## src/rtl/pfb_pkg.sv

```systemverilog
package pfb_pkg;
   typedef enum logic {
      PF_IDLE = 1'b0,
      PF_FILL = 1'b1
   } pf_state_e;
endpackage

```

## src/rtl/pfb_tag_cmp.sv

```systemverilog
module pfb_tag_cmp #(
   parameter int TAG_W = 14
) (
   input  logic             valid,
   input  logic [TAG_W-1:0] held,
   input  logic [TAG_W-1:0] probe,
   output logic             match
);
   assign match = valid && (held == probe);
endmodule

```

## src/rtl/pfb_lane_sel.sv

```systemverilog
module pfb_lane_sel #(
   parameter int LANES  = 4,
   parameter int BYTE_W = 8,
   parameter int SEL_W  = $clog2(LANES)
) (
   input  logic [LANES*BYTE_W-1:0] line,
   input  logic [SEL_W-1:0]        sel,
   output logic [BYTE_W-1:0]       q
);
   logic [BYTE_W-1:0] lanes [LANES];

   generate
      for (genvar k = 0; k < LANES; k++) begin : g_lane
         assign lanes[k] = line[k*BYTE_W +: BYTE_W];
      end
   endgenerate

   assign q = lanes[sel];
endmodule

```

## src/rtl/pfb_wait_timer.sv

```systemverilog
module pfb_wait_timer #(
   parameter int LAT = 3
) (
   input  logic clk,
   input  logic rst_n,
   input  logic start,
   input  logic busy,
   output logic done
);
   localparam int CW = (LAT > 1) ? $clog2(LAT) : 1;

   logic [CW-1:0] cnt_q;

   always_ff @(posedge clk or negedge rst_n) begin
      if (!rst_n) begin
         cnt_q <= '0;
      end else if (start) begin
         cnt_q <= CW'(LAT - 1);
      end else if (busy && cnt_q != '0) begin
         cnt_q <= cnt_q - 1'b1;
      end
   end

   assign done = busy && (cnt_q == '0);
endmodule

```

## src/rtl/wordfetch_prefetch.sv

```systemverilog
module wordfetch_prefetch
   import pfb_pkg::*;
#(
   parameter int ADDR_W    = 16,
   parameter int LANES     = 4,
   parameter int BYTE_W    = 8,
   parameter int FLASH_LAT = 3
) (
   input  logic                                clk,
   input  logic                                rst_n,
   input  logic                                cpu_req,
   input  logic [ADDR_W-1:0]                   cpu_addr,
   output logic                                cpu_rdy,
   output logic [BYTE_W-1:0]                   cpu_data,
   input  logic                                flush,
   output logic                                fl_rd,
   output logic [ADDR_W-$clog2(LANES)-1:0]     fl_addr,
   input  logic [LANES*BYTE_W-1:0]             fl_rdata,
   output logic                                hit_pulse,
   output logic                                miss_pulse
);
   localparam int SEL_W    = $clog2(LANES);
   localparam int WORD_A_W = ADDR_W - SEL_W;
   localparam int LINE_W   = LANES * BYTE_W;

   generate
      if (LANES < 2 || (LANES & (LANES - 1)) != 0) begin : g_bad_lanes
         $error("LANES must be a power of two, at least 2");
      end
      if (FLASH_LAT < 1) begin : g_bad_lat
         $error("FLASH_LAT must be at least 1");
      end
      if (ADDR_W <= SEL_W) begin : g_bad_addr
         $error("ADDR_W must exceed the lane select width");
      end
   endgenerate

   pf_state_e             state_q;
   logic [LINE_W-1:0]     line_q;
   logic [WORD_A_W-1:0]   tag_q;
   logic                  valid_q;
   logic                  drop_q;
   logic [WORD_A_W-1:0]   pend_word_q;
   logic [SEL_W-1:0]      pend_sel_q;

   logic [WORD_A_W-1:0]   word_in;
   logic [SEL_W-1:0]      sel_in;
   logic                  match;
   logic                  idle;
   logic                  fill_done;
   logic [BYTE_W-1:0]     hit_byte;
   logic [BYTE_W-1:0]     fill_byte;

   assign word_in = cpu_addr[ADDR_W-1:SEL_W];
   assign sel_in  = cpu_addr[SEL_W-1:0];
   assign idle    = (state_q == PF_IDLE);

   pfb_tag_cmp #(.TAG_W(WORD_A_W)) u_tag (
      .valid (valid_q),
      .held  (tag_q),
      .probe (word_in),
      .match (match)
   );

   pfb_lane_sel #(.LANES(LANES), .BYTE_W(BYTE_W), .SEL_W(SEL_W)) u_hit_sel (
      .line (line_q),
      .sel  (sel_in),
      .q    (hit_byte)
   );

   pfb_lane_sel #(.LANES(LANES), .BYTE_W(BYTE_W), .SEL_W(SEL_W)) u_fill_sel (
      .line (fl_rdata),
      .sel  (pend_sel_q),
      .q    (fill_byte)
   );

   pfb_wait_timer #(.LAT(FLASH_LAT)) u_timer (
      .clk   (clk),
      .rst_n (rst_n),
      .start (miss_pulse),
      .busy  (state_q == PF_FILL),
      .done  (fill_done)
   );

   assign hit_pulse  = idle && cpu_req && match;
   assign miss_pulse = idle && cpu_req && !match;
   assign cpu_rdy    = hit_pulse || fill_done;
   assign cpu_data   = fill_done ? fill_byte : hit_byte;
   assign fl_rd      = (state_q == PF_FILL);
   assign fl_addr    = pend_word_q;

   always_ff @(posedge clk or negedge rst_n) begin
      if (!rst_n) begin
         state_q     <= PF_IDLE;
         pend_word_q <= '0;
         pend_sel_q  <= '0;
         drop_q      <= 1'b0;
      end else begin
         case (state_q)
            PF_IDLE: begin
               if (miss_pulse) begin
                  state_q     <= PF_FILL;
                  pend_word_q <= word_in;
                  pend_sel_q  <= sel_in;
                  drop_q      <= flush;
               end
            end
            PF_FILL: begin
               if (flush) drop_q <= 1'b1;
               if (fill_done) state_q <= PF_IDLE;
            end
            default: state_q <= PF_IDLE;
         endcase
      end
   end

   always_ff @(posedge clk or negedge rst_n) begin
      if (!rst_n) begin
         valid_q <= 1'b0;
         tag_q   <= '0;
         line_q  <= '0;
      end else if (fill_done) begin
         line_q  <= fl_rdata;
         tag_q   <= pend_word_q;
         valid_q <= !(drop_q || flush);
      end else if (flush) begin
         valid_q <= 1'b0;
      end
   end

   assert_pulse_excl_R9: assert property (@(posedge clk) disable iff (!rst_n)
      !(hit_pulse && miss_pulse));

   assert_hit_ready_R2: assert property (@(posedge clk) disable iff (!rst_n)
      hit_pulse |-> cpu_rdy);

   assert_miss_starts_read_R3: assert property (@(posedge clk) disable iff (!rst_n)
      miss_pulse |=> fl_rd);

   assert_miss_not_ready_R3: assert property (@(posedge clk) disable iff (!rst_n)
      miss_pulse |-> !cpu_rdy);

   assert_fill_ready_R3: assert property (@(posedge clk) disable iff (!rst_n)
      (cpu_rdy && !hit_pulse) |-> fl_rd);

   assert_addr_hold_R3: assert property (@(posedge clk) disable iff (!rst_n)
      (fl_rd && $past(fl_rd)) |-> $stable(fl_addr));

   assert_flush_empties_R7: assert property (@(posedge clk) disable iff (!rst_n)
      flush |=> !hit_pulse);

   assert_quiet_idle_R10: assert property (@(posedge clk) disable iff (!rst_n)
      (!cpu_req && !fl_rd) |-> !cpu_rdy);
endmodule

```

## config.mk

```make
export PLATFORM = sky130hd
export DESIGN_NAME = wordfetch_prefetch
export DESIGN_NICKNAME = d
export VERILOG_FILES = /design/src/rtl/pfb_pkg.sv /design/src/rtl/pfb_tag_cmp.sv /design/src/rtl/pfb_lane_sel.sv /design/src/rtl/pfb_wait_timer.sv /design/src/rtl/wordfetch_prefetch.sv
export SDC_FILE = /design/constraint.sdc
export NUM_CORES = 1
export LEC_CHECK = 0
export BUFFER_PORTS_ARGS = -buffer_cell sky130_fd_sc_hd__clkbuf_2
export CORE_MARGIN = 2
export CORE_UTILIZATION = 40
export DETAILED_ROUTE_END_ITERATION = 16
export GPL_TIMING_DRIVEN = 0
export SETUP_SLACK_MARGIN = 0.02
export SYNTH_ARGS = -nofsm -noshare
export SYNTH_HDL_FRONTEND = slang
export SYNTH_HIERARCHICAL = 1
export SYNTH_SLANG_ARGS = --single-unit
```

## constraint.sdc

```tcl
create_clock -name clk -period 3.72 [get_ports clk]
set_input_delay 0.372 -clock clk [delete_from_list [all_inputs] [get_ports clk]]
set_output_delay 0.372 -clock clk [all_outputs]
set_load 0.005 [all_outputs]
```

==> results of run 1 <==
logic make-up (layout without fill, tap and decap cells):
kind of cell	after synthesis	after routing	synth area share (%)
AO/OA/AOI/OAI	2	2	0.3815
XOR/XNOR	14	14	3.739
adder cells (fa/ha/maj)	1	1	0.3815
buffers and inverters	13	108	2.747
flip-flops	67	67	51.13
multiplexers	89	89	37.12
AND/OR/NAND/NOR	20	20	4.502
worst max path at each step:
stage                             end  slack (ns)  cells after the start
after floorplan           cpu_data[0]        1.82                      6
final                     cpu_data[5]        1.09                      7
after CTS                 cpu_data[5]        1.04                      7
after global routing      cpu_data[4]        0.95                      7
after detailed placement  cpu_data[5]        1.42                      7
after global placement    cpu_data[5]        1.44                      7
metal layers:
metal  share of wire [%]  vias up
met5                   0        -
met4                 1.7        0
met3                 4.9       10
met2                  46       43
met1                  47     1010
li1                    -      952
layout by cell type (no fill, tap or decap), drive strengths merged, types with 2 or more instances in the layout:
| cell | synthesis | layout |
|---|---|---|
| xnor2 | 14 | 14 |
| clkinv | 0 | 4 |
| nand4 | 3 | 3 |
| buf | 9 | 10 |
| nand2b | 3 | 3 |
| inv | 2 | 2 |
| clkinvlp | 0 | 2 |
| mux2i | 2 | 2 |
| nor2 | 4 | 4 |
| mux2 | 71 | 71 |
| clkbuf | 2 | 88 |
| dfrtp | 67 | 67 |
| nor2b | 3 | 3 |
| mux4 | 16 | 16 |
metrics by stage:
| stage | total power, uW | hold WS, ns | util, % | setup slack (ns) | std cells |
|---|---|---|---|---|---|
| after floorplan | 2356 | 0.07641 | - | 1.819 | 206 |
| after global placement | 2752 | 0.4848 | 46.91 | 1.438 | 388 |
| after detailed placement | 2787 | 0.3416 | 47.28 | 1.418 | 389 |
| after CTS | 3389 | 0.2154 | 49.78 | 1.040 | 406 |
| after global routing | 3574 | 0.2294 | 49.78 | 0.9504 | 406 |
| final | 3337 | 0.2279 | 49.78 | 1.086 | 406 |
cell usage after synthesis, types with 2 or more instances:
cell type,count
nor2_1,4
inv_1,2
nand2b_1,3
nor2b_1,2
buf_2,6
dfrtp_1,67
mux2_4,10
buf_6,2
mux2_2,61
xnor2_1,14
mux4_2,16
clkbuf_2,2
mux2i_1,2
nand4_1,3
layout make-up:
class	instances	area, um^2	area share [%]
multi-input cells	126	1513	37.55
plain buffers	11	82.58	2.050
well taps	105	131.4	3.261
flip-flops and latches	67	1677	41.61
inverters	2	7.507	0.1863
repair buffers	79	425.4	10.56
clock inverters	7	68.82	1.708
clock buffers	9	123.9	3.075
critical path: stages (launching register included):
cell	delay, ns
dfrtp_1	0.39
inv_1	0.06
ha_1	0.19
and2_2	0.17
buf_2	0.25
buf_2	0.34
mux2_2	0.38
clkbuf_2	0.11
power groups by stage:
| stage | Sequential [uW] | Combinational (uW) | Clock, uW |
|---|---|---|---|
| global route | 1370 | 1560 | 642 |
| finish | 1320 | 1430 | 592 |
| CTS | 1320 | 1460 | 609 |
| detailed placement | 1330 | 1460 | 0 |
| floorplan | 1290 | 1070 | 0 |
| global placement | 1320 | 1430 | 0 |
flip-flops by register name, indices dropped and copies added (netlist names):
name,flops
u_timer/cnt_q,2
fl_addr,14
line_q,32
pend_sel_q,2
tag_q,14
fl_rd,1
drop_q,1
valid_q,1
==> results.toml, run 1 <==
[grt]
grt_usage_pct = 15.96
antenna_found_initial = 0
use_met2_pct = 24.23
gr-usage-met3_pct = 3.831
grt_most_used_layer = "met2"
grt_use_met1_pct = 22.16
grt_pass1_vias = 2064
grt_max_degree = 45
grt_pass1_wl_um = 10480
gr-total-overflow = 0

[sta]
post-route-min-period_ns = 2.634
fin_skew_ns = 0.01123
rsz0062_at_grt = "no"
finalHoldViolCount = 0
worst_pin_slew_ns = 0.5699
max-slew-margin-rel_pct = 61.97
setup_violations = 0
fmax_mhz = 379.6
finalSetupTns_ns = 0
final_max_slew_viol_count = 0
post-route-period-util_pct = 70.82

[logic_synthesis]
yosysUniqueCellTypes = 26
synth_area_leaders = "dfrtp_1, mux2_2, mux4_2, mux2_4, xnor2_1"
ys.flop_type = "dfrtp_1"
synth_enable_flop_cells = 0
synth_seq_cells = 67
avgSynthCellArea_um2 = 15.92
synth_top_area_cell = "dfrtp_1"
yosysSeqAreaShare_pct = 51.13
synth_nets = 259
synthCells = 206
synth_area_um2 = 3279
synthArstFlopShare_pct = 100.0
ys.warnings.count = 6
synth_top_area_share_pct = 51.13

[die]
fp.dieW_um = 94.55
initial_core_util_pct = 40.52
rows = 33
io_pins = 78
die_y_um = 94.55
coreArea_um2 = 8093
dieArea_um2 = 8939

[clocking]
cts-resized-gates = 0
htree_num_levels = 3
cts_sinks = 67
ctsHoldBuffers = 1
root_buffer = "clkbuf_8"
cts_setup_buffers = 0
numCtsBuffers = 9
clk_pin_slew_ns = 0.08
cts_tree = "yes"
clock_latency_ns = 0.34
cts_max_path_buffers = 2

[power]
p_clk_share_pct = 17.8
power.internal_uw = 2320
p_leak_uw = 0.001804
switching_share_pct = 30.48
p_seq_share_pct = 39.4
p_switching_uw = 1017
power_density_nw_per_um2 = 828.3
ir_drop_mv = 0.2432
power_frac_comb_pct = 42.8

[cells_and_area]
drive_above_1_share_pct = 65.78
nets = 349
nFillCells = 738
synthToLayoutAreaGrowth_pct = 22.85
diodes = 0
postLayoutCellArea_um2 = 4029

[detailed_routing]
avgViaCountPerCell = 4.963
wl_um = 6635
antenna_left = 0
initialDrtViolationCount = 67
drc = 0
dr.pass1.iters = 2
routedWlPerCell_um = 16.34
via_count = 2015

[min_path]
worstHoldPathCells = 2
hold_class = "primary input to register"
holdCritStartpoint = "flush"
whs_endpoint = "valid_q"

[critical_path]
worstSetupStartpointType = "register"
endpoint_kind = "output port"
ff2ff_setup_slack_ns = 1.64
reg2reg_from = "tag_q[0]"
critical_path_class = "register to output port"
cp.arrival_ns = 2.26
cp-startpoint = "u_timer/cnt_q[0]"
r2r_end = "fl_addr[13]"
cp_max_fo = 10
rr_worst_depth = 6
crit_required_ns = 3.35

[placement]
dp_hpwl_um = 4722
placed_cell_area_um2 = 3826
place_congestion = 0.7697
port_buffers = 77

[outcome]
status = "finished, final reports clean"

[job]
max_cap_violations = 0
Note: power is estimated with default switching activity, not from simulation.
==> inputs of run 2 (changes only) <==
Clock period 3.72 ns to 2.6 ns, I/O delays scaled along.
==> run 2 against run 1 <==
  * Clock skew about the same
  * Sequential share of layout area decreased by 0.12 points
  * Die area unchanged
  * Utilization increased by 0.14 points
  * Flip-flop and latch count unchanged
  * Setup slack got worse by 0.91 ns
  * Cell count unchanged
  * Combinational power increased by 44%
  * First-iteration DRC count decreased by 18%
==> results.toml, run 2 (synthesis gave the netlist of run 1 again) <==
[power]
power.internal_uw = 3324
ir_drop_mv = 0.3479
power_frac_comb_pct = 43.0
p_seq_share_pct = 39.3
p_clk_share_pct = 17.7
power_density_nw_per_um2 = 1186
power.total_uw = 4790
p_leak_uw = 0.001817
p_switching_uw = 1467
switching_share_pct = 30.62

[sta]
post-route-min-period_ns = 2.427
hold_slack_ns = 0.1176
fmax_mhz = 412.1
fin_skew_ns = 0.01108
final_max_slew_viol_count = 0
setup_violations = 0
rsz0062_at_grt = "no"
finalHoldViolCount = 0
post-route-period-util_pct = 93.33
max-slew-margin-rel_pct = 62.40
worst_pin_slew_ns = 0.5634
finalSetupTns_ns = 0

[detailed_routing]
initialDrtViolationCount = 55
dr.pass1.iters = 4
wl_um = 6648
antenna_left = 0
drc = 0
avgViaCountPerCell = 4.998
routedWlPerCell_um = 16.37
via_count = 2029

[outcome]
status = "finished, final reports clean"

[die]
die_y_um = 94.55
fp.dieW_um = 94.55
rows = 33
io_pins = 78
coreArea_um2 = 8093
dieArea_um2 = 8939
initial_core_util_pct = 40.52

[critical_path]
cp_max_fo = 10
endpoint_kind = "output port"
critical_path_class = "register to output port"
path_cells = "inv_1 > ha_1 > and2_2 > buf_2 > buf_4 > mux2_2 > clkbuf_2"
slowest_delay_ns = 0.40
cp.arrival_ns = 2.17
crit_required_ns = 2.34
cp_slowest_cell = "dfrtp_1"
worstSetupStartpointType = "register"
rr_worst_depth = 7

[cells_and_area]
drive_above_1_share_pct = 65.78
layout_common_cells = "clkbuf_2, dfrtp_1, mux2_2, mux4_2, xnor2_1"
nets = 349
final_common_cell = "clkbuf_2"
largest_register = "line_q"
synthToLayoutAreaGrowth_pct = 23.20
diodes = 0
fin_cells = 406
largest_reg_flops = 32

[grt]
grt_usage_pct = 15.96
grt_pass1_vias = 2064
antenna_found_initial = 0
grt_pass1_wl_um = 10480
grt_max_degree = 45
gr-total-overflow = 0

[clocking]
htree_num_levels = 3
numCtsBuffers = 9
cts_sinks = 67
clk_pin_slew_ns = 0.08
root_buffer = "clkbuf_8"
cts_max_path_buffers = 2
cts_tree = "yes"
clock_latency_ns = 0.34

[placement]
port_buffers = 77
dp_hpwl_um = 4722
place_congestion = 0.7697
placed_cells = 389

[min_path]
hold_class = "primary input to register"
worstHoldPathCells = 2

[job]
max_cap_violations = 0
## run 2: changes by cell type in the layout (fill, tap and decap cells not counted)
cell / change
buf_4: +1
nor4_4: +1
buf_2: -1
nor4_2: -1
## run 2: worst paths after layout
check | start | to | slack, ns
max reg2reg | tag_q[0] | u_timer/cnt_q[0] | 0.63
max in group asynchronous | rst_n | line_q[16] | 1.64
min reg2reg | line_q[29] | line_q[29] | 0.51
min in group asynchronous | rst_n | tag_q[5] | 0.41
max | u_timer/cnt_q[0] | cpu_data[7] | 0.17
min | flush | valid_q | 0.12
## run 2: worst max-delay path: cells and delay by family, from the launching register on
kind	cells	cell delay (ns)
adders and majority gates	1	0.19
DFF	1	0.40
buffers and inverters	4	0.68
and+or+nand+nor	1	0.18
muxes	1	0.37
## run 2: power by group through the flow
stage / Sequential, uW / Combinational [uW] / Clock [uW]
after floorplan: 1840 / 1530 / 0
after global placement: 1890 / 2050 / 0
after detailed placement: 1900 / 2090 / 0
after CTS: 1890 / 2090 / 872
after global routing: 1960 / 2250 / 919
final: 1880 / 2060 / 848
## run 2: area by class of cell
| class | instances | area (um^2) |
|---|---|---|
| Sequential cell | 67 | 1677 |
| Tap cell | 105 | 131.4 |
| Fill cell | 738 | 4053 |
| Inverter | 2 | 7.507 |
| Clock buffer | 9 | 123.9 |
| Timing Repair Buffer | 79 | 425.4 |
| Multi-Input combinational cell | 126 | 1521 |
| Clock inverter | 7 | 68.82 |
| Buffer | 11 | 85.08 |
## run 2: through the flow
step                instance area [um^2]  util (%)  setup WS [ns]
floorplan                           3279         -         0.8114
global placement                    3796     46.91         0.4297
detailed placement                  3826     47.28         0.4099
CTS                                 4029     49.78        0.03160
global route                        4040     49.92        0.04291
finish                              4040     49.92         0.1734
## run 2: routing by layer
| layer | vias to the layer above | part of all wire, % | global-route usage (%) |
|---|---|---|---|
| met5 | - | 0 | 0 |
| met4 | 0 | 1.6 | 6.522 |
| met3 | 9 | 5.0 | 3.831 |
| met2 | 45 | 47 | 24.23 |
| met1 | 1025 | 47 | 22.16 |
| li1 | 950 | - | - |
## run 2: what timing repair did
item,4_1_cts,5_1_grt
setup buffers,0,0
hold buffers,1,0
setup endpoints to repair,0,8
endpoints found under the hold margin,23,0
gates resized for setup,0,3
